<file path="config.mk">
export PLATFORM = sky130hd
export DESIGN_NAME = snapshot_counter
export DESIGN_NICKNAME = d
export VERILOG_FILES = /design/src/rtl/snapcnt_pkg.sv /design/src/rtl/snapcnt_timebase.sv /design/src/rtl/snapcnt_regs.sv /design/src/rtl/snapshot_counter.sv
export SDC_FILE = /design/constraint.sdc
export NUM_CORES = 1
export LEC_CHECK = 0
export ABC_AREA = 1
export CAP_MARGIN = 20
export CORE_MARGIN = 4
export CORE_UTILIZATION = 45
export CTS_BUF_LIST = sky130_fd_sc_hd__clkbuf_4 sky130_fd_sc_hd__clkbuf_8
export DETAILED_ROUTE_END_ITERATION = 6
export RECOVER_POWER = 100
export SYNTH_ARGS = -nofsm -noshare
export SYNTH_HDL_FRONTEND = slang
export SYNTH_SLANG_ARGS = --single-unit
</file>
<file path="constraint.sdc">
create_clock -name clk -period 2.2 [get_ports clk]
set_input_delay 0.22 -clock clk [delete_from_list [all_inputs] [get_ports clk]]
set_output_delay 0.22 -clock clk [all_outputs]
set_load 0.05 [all_outputs]
</file>
<file path="src/rtl/snapcnt_pkg.sv">
package snapcnt_pkg;
  localparam int ADDR_W    = 2;
  localparam int BIT_SNAP  = 0;
  localparam int BIT_CLEAR = 1;
  localparam int CMD_BITS  = 2;

  typedef enum logic [ADDR_W-1:0] {
    SEL_LO   = 2'd0,
    SEL_HI   = 2'd1,
    SEL_CTRL = 2'd2,
    SEL_NONE = 2'd3
  } sel_e;
endpackage

</file>
<file path="src/rtl/snapcnt_timebase.sv">
module snapcnt_timebase #(
  parameter int CNT_W = 64
) (
  input  logic             clk,
  input  logic             rst_n,
  input  logic             tick,
  output logic [CNT_W-1:0] count_q
);
  logic [CNT_W-1:0] count_d;

  always_comb begin
    count_d = count_q + CNT_W'(1);
  end

  always_ff @(posedge clk or negedge rst_n) begin
    if (!rst_n) begin
      count_q <= '0;
    end else if (tick) begin
      count_q <= count_d;
    end
  end
endmodule

</file>
<file path="src/rtl/snapcnt_regs.sv">
module snapcnt_regs
  import snapcnt_pkg::*;
#(
  parameter int DATA_W = 32
) (
  input  logic                clk,
  input  logic                rst_n,
  input  logic                wen,
  input  logic [ADDR_W-1:0]   addr,
  input  logic [DATA_W-1:0]   wdata,
  input  logic [2*DATA_W-1:0] snap,
  output logic [DATA_W-1:0]   lo_q,
  output logic [DATA_W-1:0]   hi_q,
  output logic [DATA_W-1:0]   ctrl_q
);
  localparam logic [DATA_W-1:0] CMD_MASK = DATA_W'((1 << CMD_BITS) - 1);

  logic [DATA_W-1:0] lo_d, hi_d, ctrl_d;
  logic              upd_en;

  always_comb begin
    lo_d   = lo_q;
    hi_d   = hi_q;
    ctrl_d = ctrl_q;
    upd_en = 1'b0;
    if (wen) begin
      unique case (sel_e'(addr))
        SEL_LO: begin
          lo_d   = wdata;
          upd_en = 1'b1;
        end
        SEL_HI: begin
          hi_d   = wdata;
          upd_en = 1'b1;
        end
        SEL_CTRL: begin
          ctrl_d = wdata & ~CMD_MASK;
          upd_en = 1'b1;
          // snapshot first, clear second
          if (wdata[BIT_SNAP]) begin
            lo_d = snap[DATA_W-1:0];
            hi_d = snap[2*DATA_W-1:DATA_W];
          end
          if (wdata[BIT_CLEAR]) begin
            lo_d = '0;
            hi_d = '0;
          end
        end
        default: upd_en = 1'b0;
      endcase
    end
  end

  always_ff @(posedge clk or negedge rst_n) begin
    if (!rst_n) begin
      lo_q   <= '0;
      hi_q   <= '0;
      ctrl_q <= '0;
    end else if (upd_en) begin
      lo_q   <= lo_d;
      hi_q   <= hi_d;
      ctrl_q <= ctrl_d;
    end
  end
endmodule

</file>
<file path="src/rtl/snapshot_counter.sv">
module snapshot_counter
  import snapcnt_pkg::*;
#(
  parameter int DATA_W = 32
) (
  input  logic              clk,
  input  logic              rst_n,
  input  logic              tick,
  input  logic              wen,
  input  logic [ADDR_W-1:0] addr,
  input  logic [DATA_W-1:0] wdata,
  output logic [DATA_W-1:0] rdata
);
  localparam int CNT_W = 2 * DATA_W;

  logic [CNT_W-1:0]  count_q;
  logic [DATA_W-1:0] lo_q, hi_q, ctrl_q;

  snapcnt_timebase #(.CNT_W(CNT_W)) u_tb (
    .clk     (clk),
    .rst_n   (rst_n),
    .tick    (tick),
    .count_q (count_q)
  );

  snapcnt_regs #(.DATA_W(DATA_W)) u_regs (
    .clk    (clk),
    .rst_n  (rst_n),
    .wen    (wen),
    .addr   (addr),
    .wdata  (wdata),
    .snap   (count_q),
    .lo_q   (lo_q),
    .hi_q   (hi_q),
    .ctrl_q (ctrl_q)
  );

  always_comb begin
    unique case (sel_e'(addr))
      SEL_LO:   rdata = lo_q;
      SEL_HI:   rdata = hi_q;
      SEL_CTRL: rdata = ctrl_q;
      default:  rdata = '0;
    endcase
  end
endmodule

</file>
======== Yosys cells after proc, flatten, opt, wreduce, memory -nomap -nowiden ========
Index checks and enable logic that the tools add are counted.
word-level totals
  register bits after elaboration ......... 158
  output and inout port bits .............. 32
  word-level logic and storage cells ...... 24
operators by class
  reductions and logical operators ........ 7
  muxes and demuxes ....................... 9
  add/subtract/negate cells ............... 1
  eq/ne operators ......................... 3
operators by type and width
  operator                                                         count
  32-bit two-way mux                                               4
  32-bit one-hot mux with 2 select lines                           2
  32-bit one-hot mux with 3 select lines                           1
  64-bit by 1-bit adder with 64-bit output, second input constant  1
  4-bit AND reduction                                              2
  2-bit nonzero test                                               2
  3-bit inequality test, second input constant                     1
  3-bit AND reduction                                              1
  3-bit OR reduction                                               1
  2-bit by 1-bit == test with 1-bit output, second input constant  1
  2-bit == test, second input constant                             1
  2-bit zero test                                                  1
  1-bit two-way mux                                                2

======== Longest topological paths before layout ========
  depth in word-level cells ............... 5
  depth in mapped cells ................... 11
  gate-level depth less buffers ........... 11

======== By module ========
Synthesis repeated with hierarchy kept, for this count alone.
second synthesis, totals
  cells, all modules ...................... 1,380
  area total of the unflattened synthesis .. 9,465.3 sq um
by module, submodules not included
  module            cells each  area each (sq um)  instances
  snapcnt_regs      732         4,913.5            1
  snapcnt_timebase  500         3,769.9            1
  snapshot_counter  148         782.0              1

======== Worst setup path after synthesis ========
Ideal clock, no wire load.
  path kind ............................... input port to output port
  from .................................... in addr[1]
  to ...................................... out rdata[15]
  path slack .............................. 0.561 ns
  path buffers ............................ 1
  arrival ................................. 1.419 ns
  cell stages on the path ................. 4
  required time ........................... 1.980 ns
  cell sequence ........................... nor2_1 inv_1 buf_1 o221ai_1
on the way
  cells in the longest elaborated chain, start to end .. 2
  elaborated cells between the ends (all ways) .. 4
  those cells by class .................... 2 x eq/ne; 1 x mux; 1 x reduce/logical
RTL lines
  element                                      line                    RTL
  from (decl)                                  snapshot_counter.sv:10  input logic [ADDR_W-1:0] addr,
  2-bit == test, or another cell as far along  snapshot_counter.sv:39  unique case (sel_e'(addr))
  32-bit one-hot mux with 3 select lines *     snapshot_counter.sv:39
  to (decl)                                    snapshot_counter.sv:12  output logic [DATA_W-1:0] rdata
Every way passes the cells marked *; elsewhere a longest branch is shown, timed or not.

======== Worst setup path after layout ========
  from .................................... in addr[0]
  to ...................................... out rdata[31]
The elaborated chain is that of the path after synthesis.

==> results.yml <==
outcome:
  status: "finished, final reports clean"
global_route:
  grt_pass1_vias: 6989
  groute.usage.overall: 0.241
  antenna_found_initial: 1
  grt.overflow.total: 0
  grt_start_max_net_pins: 71
  grt_pass1_wl_mm: 38.7
place:
  place.port_buffers: 69
  globalplace.congestion: 0.934
  post-dp-hpwl_mm: 17.8
  placedInstanceArea_mm2: 0.00983
  dp.cells: 1395
power_and_ir_drop:
  power_leakage_nw: 4.92
  power.combinational.fraction: 0.223
  ir_worst_vdd_uv: 424
  p_switching_mw: 2.35
  netSwitchingFraction: 0.315
  pwr_density_cell_mw_per_mm2: 730
  power_frac_clock: 0.323
  intPower_mw: 5.10
  proportion_of_power_drawn_by_flip_flops_and_latches: 0.455
worst_setup_path:
  critical_path.max_stage_delay_ns: 0.52
  critPathCaptureType: "primary output"
  setup.worst_path.start_class: "primary input"
  crit_fanout: 32
  largest_delay_share_family_worst_path: "buffers and inverters"
  worst-path-buf-inv: 4
  arrival_ns: 1.89
  slowest_cp_cell: "clkdlybuf4s50_1"
  worstPathCellList: "clkdlybuf4s50_1, buf_4, nand2_1, buf_4, o221ai_1, buf_12"
  category_of_the_critical_setup_timing_path: "in2out"
  critical_path_required_ns: 1.98
  critical-path-top-cell-by-count: "buf_4"
detailed_routing:
  ant_nets: 0
  drt_via_density: 5.31
  drcViolationCount: 0
  wirelength_mm: 24.1
  routed-via-count: 7595
  iteration_count_of_the_initial_detailed_routing_pass: 6
  drtIter0Drc: 623
  drt-wirelength-per-cell_um: 16.9
clock_network:
  post_cts.repair.setup_buffers: 0
  tritoncts_buffer_count: 17
  ctsRootBufferMaster: "clkbuf_8"
  clock_sinks: 158
  tritoncts: "built"
  worstSkewPairLatency_ns: 0.48
  ctsLongestPathBuffers: 2
  cts.htree.levels: 4
  clock_pin_slew_of_the_registers_on_the_worst_case_setup_and_hold_paths_ns: 0.10
die:
  chip_width_um: 145
  num_rows: 49
  die_height_um: 145
  coreArea_mm2: 0.0181
  die-area_mm2: 0.0209
  start_util: 0.464
  ioPinCount: 70
final_layout:
  layout-drive-gt1-share: 0.0858
  cell_area_after_layout_mm2: 0.0102
  layout.filler_cells: 1695
  area_grow_syn2layout_pct: 21.4
  finish.cell_count_without_fillers: 1429
  num-nets-final: 1226
  n_antenna_cell: 0
timing:
  unrepaired_setup_endpoints_after_global_routing: "no"
  finalCriticalPeriod_ns: 2.11
  relSlewSlack: 0.0593
  finalClockSkew_ns: 0.0215
  hold_viol_final: 0
  min_period_over_period: 0.958
  timing.final.max_slew_violations: 0
  tightestPinTransition_ns: 1.41
  clock.fmax_ghz: 0.475
  report.final.setup_viol: 0
synth:
  yosys_warnings: 0
  yosys_register_bits: 158
  seq_area_frac_synth: 0.470
  mappedNetlistArea_mm2: 0.00841
  synth_cell_types: 25
  syn-instance-count: 1111
  synth_nets: 1150
  postSynthAreaPerCell_um2: 7.57
job:
  max_cap_violations: 0
min_path:
  hp-class: "in2reg"
[power groups by stage]
stage | Sequential (mW) | Combinational [mW] | Clock (mW)
floorplan | 3.41 | 0.970 | 0
global placement | 3.44 | 1.67 | 0
detailed placement | 3.45 | 1.69 | 0
CTS | 3.39 | 1.70 | 2.45
global route | 3.43 | 1.82 | 2.59
finish | 3.39 | 1.66 | 2.41
[area by class of cell]
type,count,area [µm²],area share
inverters,207,777,0.0761
flip-flops and latches,158,3950,0.387
multi-input cells,704,3490,0.341
clock inverters,13,178,0.0174
clock buffers,19,262,0.0256
well taps,229,287,0.0280
repair buffers,99,1270,0.124
[worst reg2reg max path, delay by kind of cell, from the launching register on]
| kind | cells | cell delay (ns) |
|---|---|---|
| DFF | 1 | 0.40 |
| and+or+nand+nor | 6 | 1.27 |
| xor gates and xnor gates | 1 | 0.15 |
| buffers and inverters | 1 | 0.10 |
[what timing repair did]
action,in CTS,in global routing
setup endpoints to repair,7,2
hold buffers,1,0
hold endpoints to repair,48,0
gates resized for setup,1,1
[cell usage in the layout (no fill, tap or decap), types with 2 or more instances in the layout]
cell type	n
nand3_1	39
clkinv_4	4
clkbuf_8	20
xor2_1	42
nor3b_1	2
buf_12	34
nor3_1	12
bufinv_16	3
nand2_1	288
buf_4	15
o221ai_1	30
inv_1	207
nand4_1	23
nor2_4	4
clkbuf_4	3
clkbuf_2	5
clkinvlp_4	2
dlygate4sd3_1	2
clkdlybuf4s50_1	35
clkbuf_1	2
nor2_1	91
o21ai_0	99
nor2_2	2
dfrtp_1	158
or2_2	2
inv_6	3
o22ai_1	64
o21ai_1	2
[synthesized netlist by cell type, drive strengths merged]
cell type,count,area share
nand3,39,0.023
nor3,14,0.012
o21ai,101,0.060
buf,19,0.011
inv,207,0.092
o22ai,64,0.048
ha,1,0.0015
nand2,289,0.13
xor2,42,0.044
nor2,97,0.048
nand4,23,0.017
clkbuf,23,0.010
or2,2,0.0015
nor3b,2,0.0018
dfrtp,158,0.47
o221ai,30,0.031
[path summary, 6_finish.rpt]
path	startpoint	to	slack (ns)	cells after the start
hold reg to reg	u_tb.count_q[63]$_DFFE_PN0P_	u_tb.count_q[63]$_DFFE_PN0P_	0.49	2
hold / removal	wdata[11]	u_regs.ctrl_q[11]$_DFFE_PN0P_	0.36	3
max in group asynchronous	rst_n	u_tb.count_q[2]$_DFFE_PN0P_	0.55	3
min in group asynchronous	rst_n	u_regs.ctrl_q[9]$_DFFE_PN0P_	0.58	2
setup reg to reg	u_tb.count_q[0]$_DFFE_PN0P_	u_tb.count_q[43]$_DFFE_PN0P_	0.17	8
setup / recovery	addr[0]	rdata[31]	0.09	6
[metal layers]
metal,vias up,global-route usage,share of wire
li1,3703,-,-
met1,3619,0.371,0.48
met5,-,0,0.00054
met2,235,0.343,0.43
met3,36,0.0578,0.075
met4,2,0.0515,0.013
[registers in the layout, summed over array words and instances, names as in the netlist]
register,cells
u_regs.ctrl_q,30
u_regs.hi_q,32
u_regs.lo_q,32
u_tb.count_q,64
[logic make-up (layout without fill, tap and decap cells)]
family          count (synthesis)  after routing  synth area share
compound gates                195            195             0.139
simple gates                  466            466             0.232
buf+inv                       249            338             0.114
flops                         158            158             0.470
fa+ha+maj                       1              1           0.00149
xor+xnor                       42             42            0.0437
[through the flow]
step                utilization  hold slack, ns  power [mW]  setup TNS [ns]  setup slack [ns]
floorplan                     -         -0.0756        4.38               0             0.561
global placement          0.542           0.208        5.11           -2.29            -0.115
detailed placement        0.542           0.207        5.13           -3.70            -0.177
CTS                       0.567           0.254        7.54               0             0.129
global route              0.563           0.363        7.85               0            0.0150
finish                    0.563           0.357        7.45               0            0.0935
Note: power is estimated with default switching activity, not from simulation.
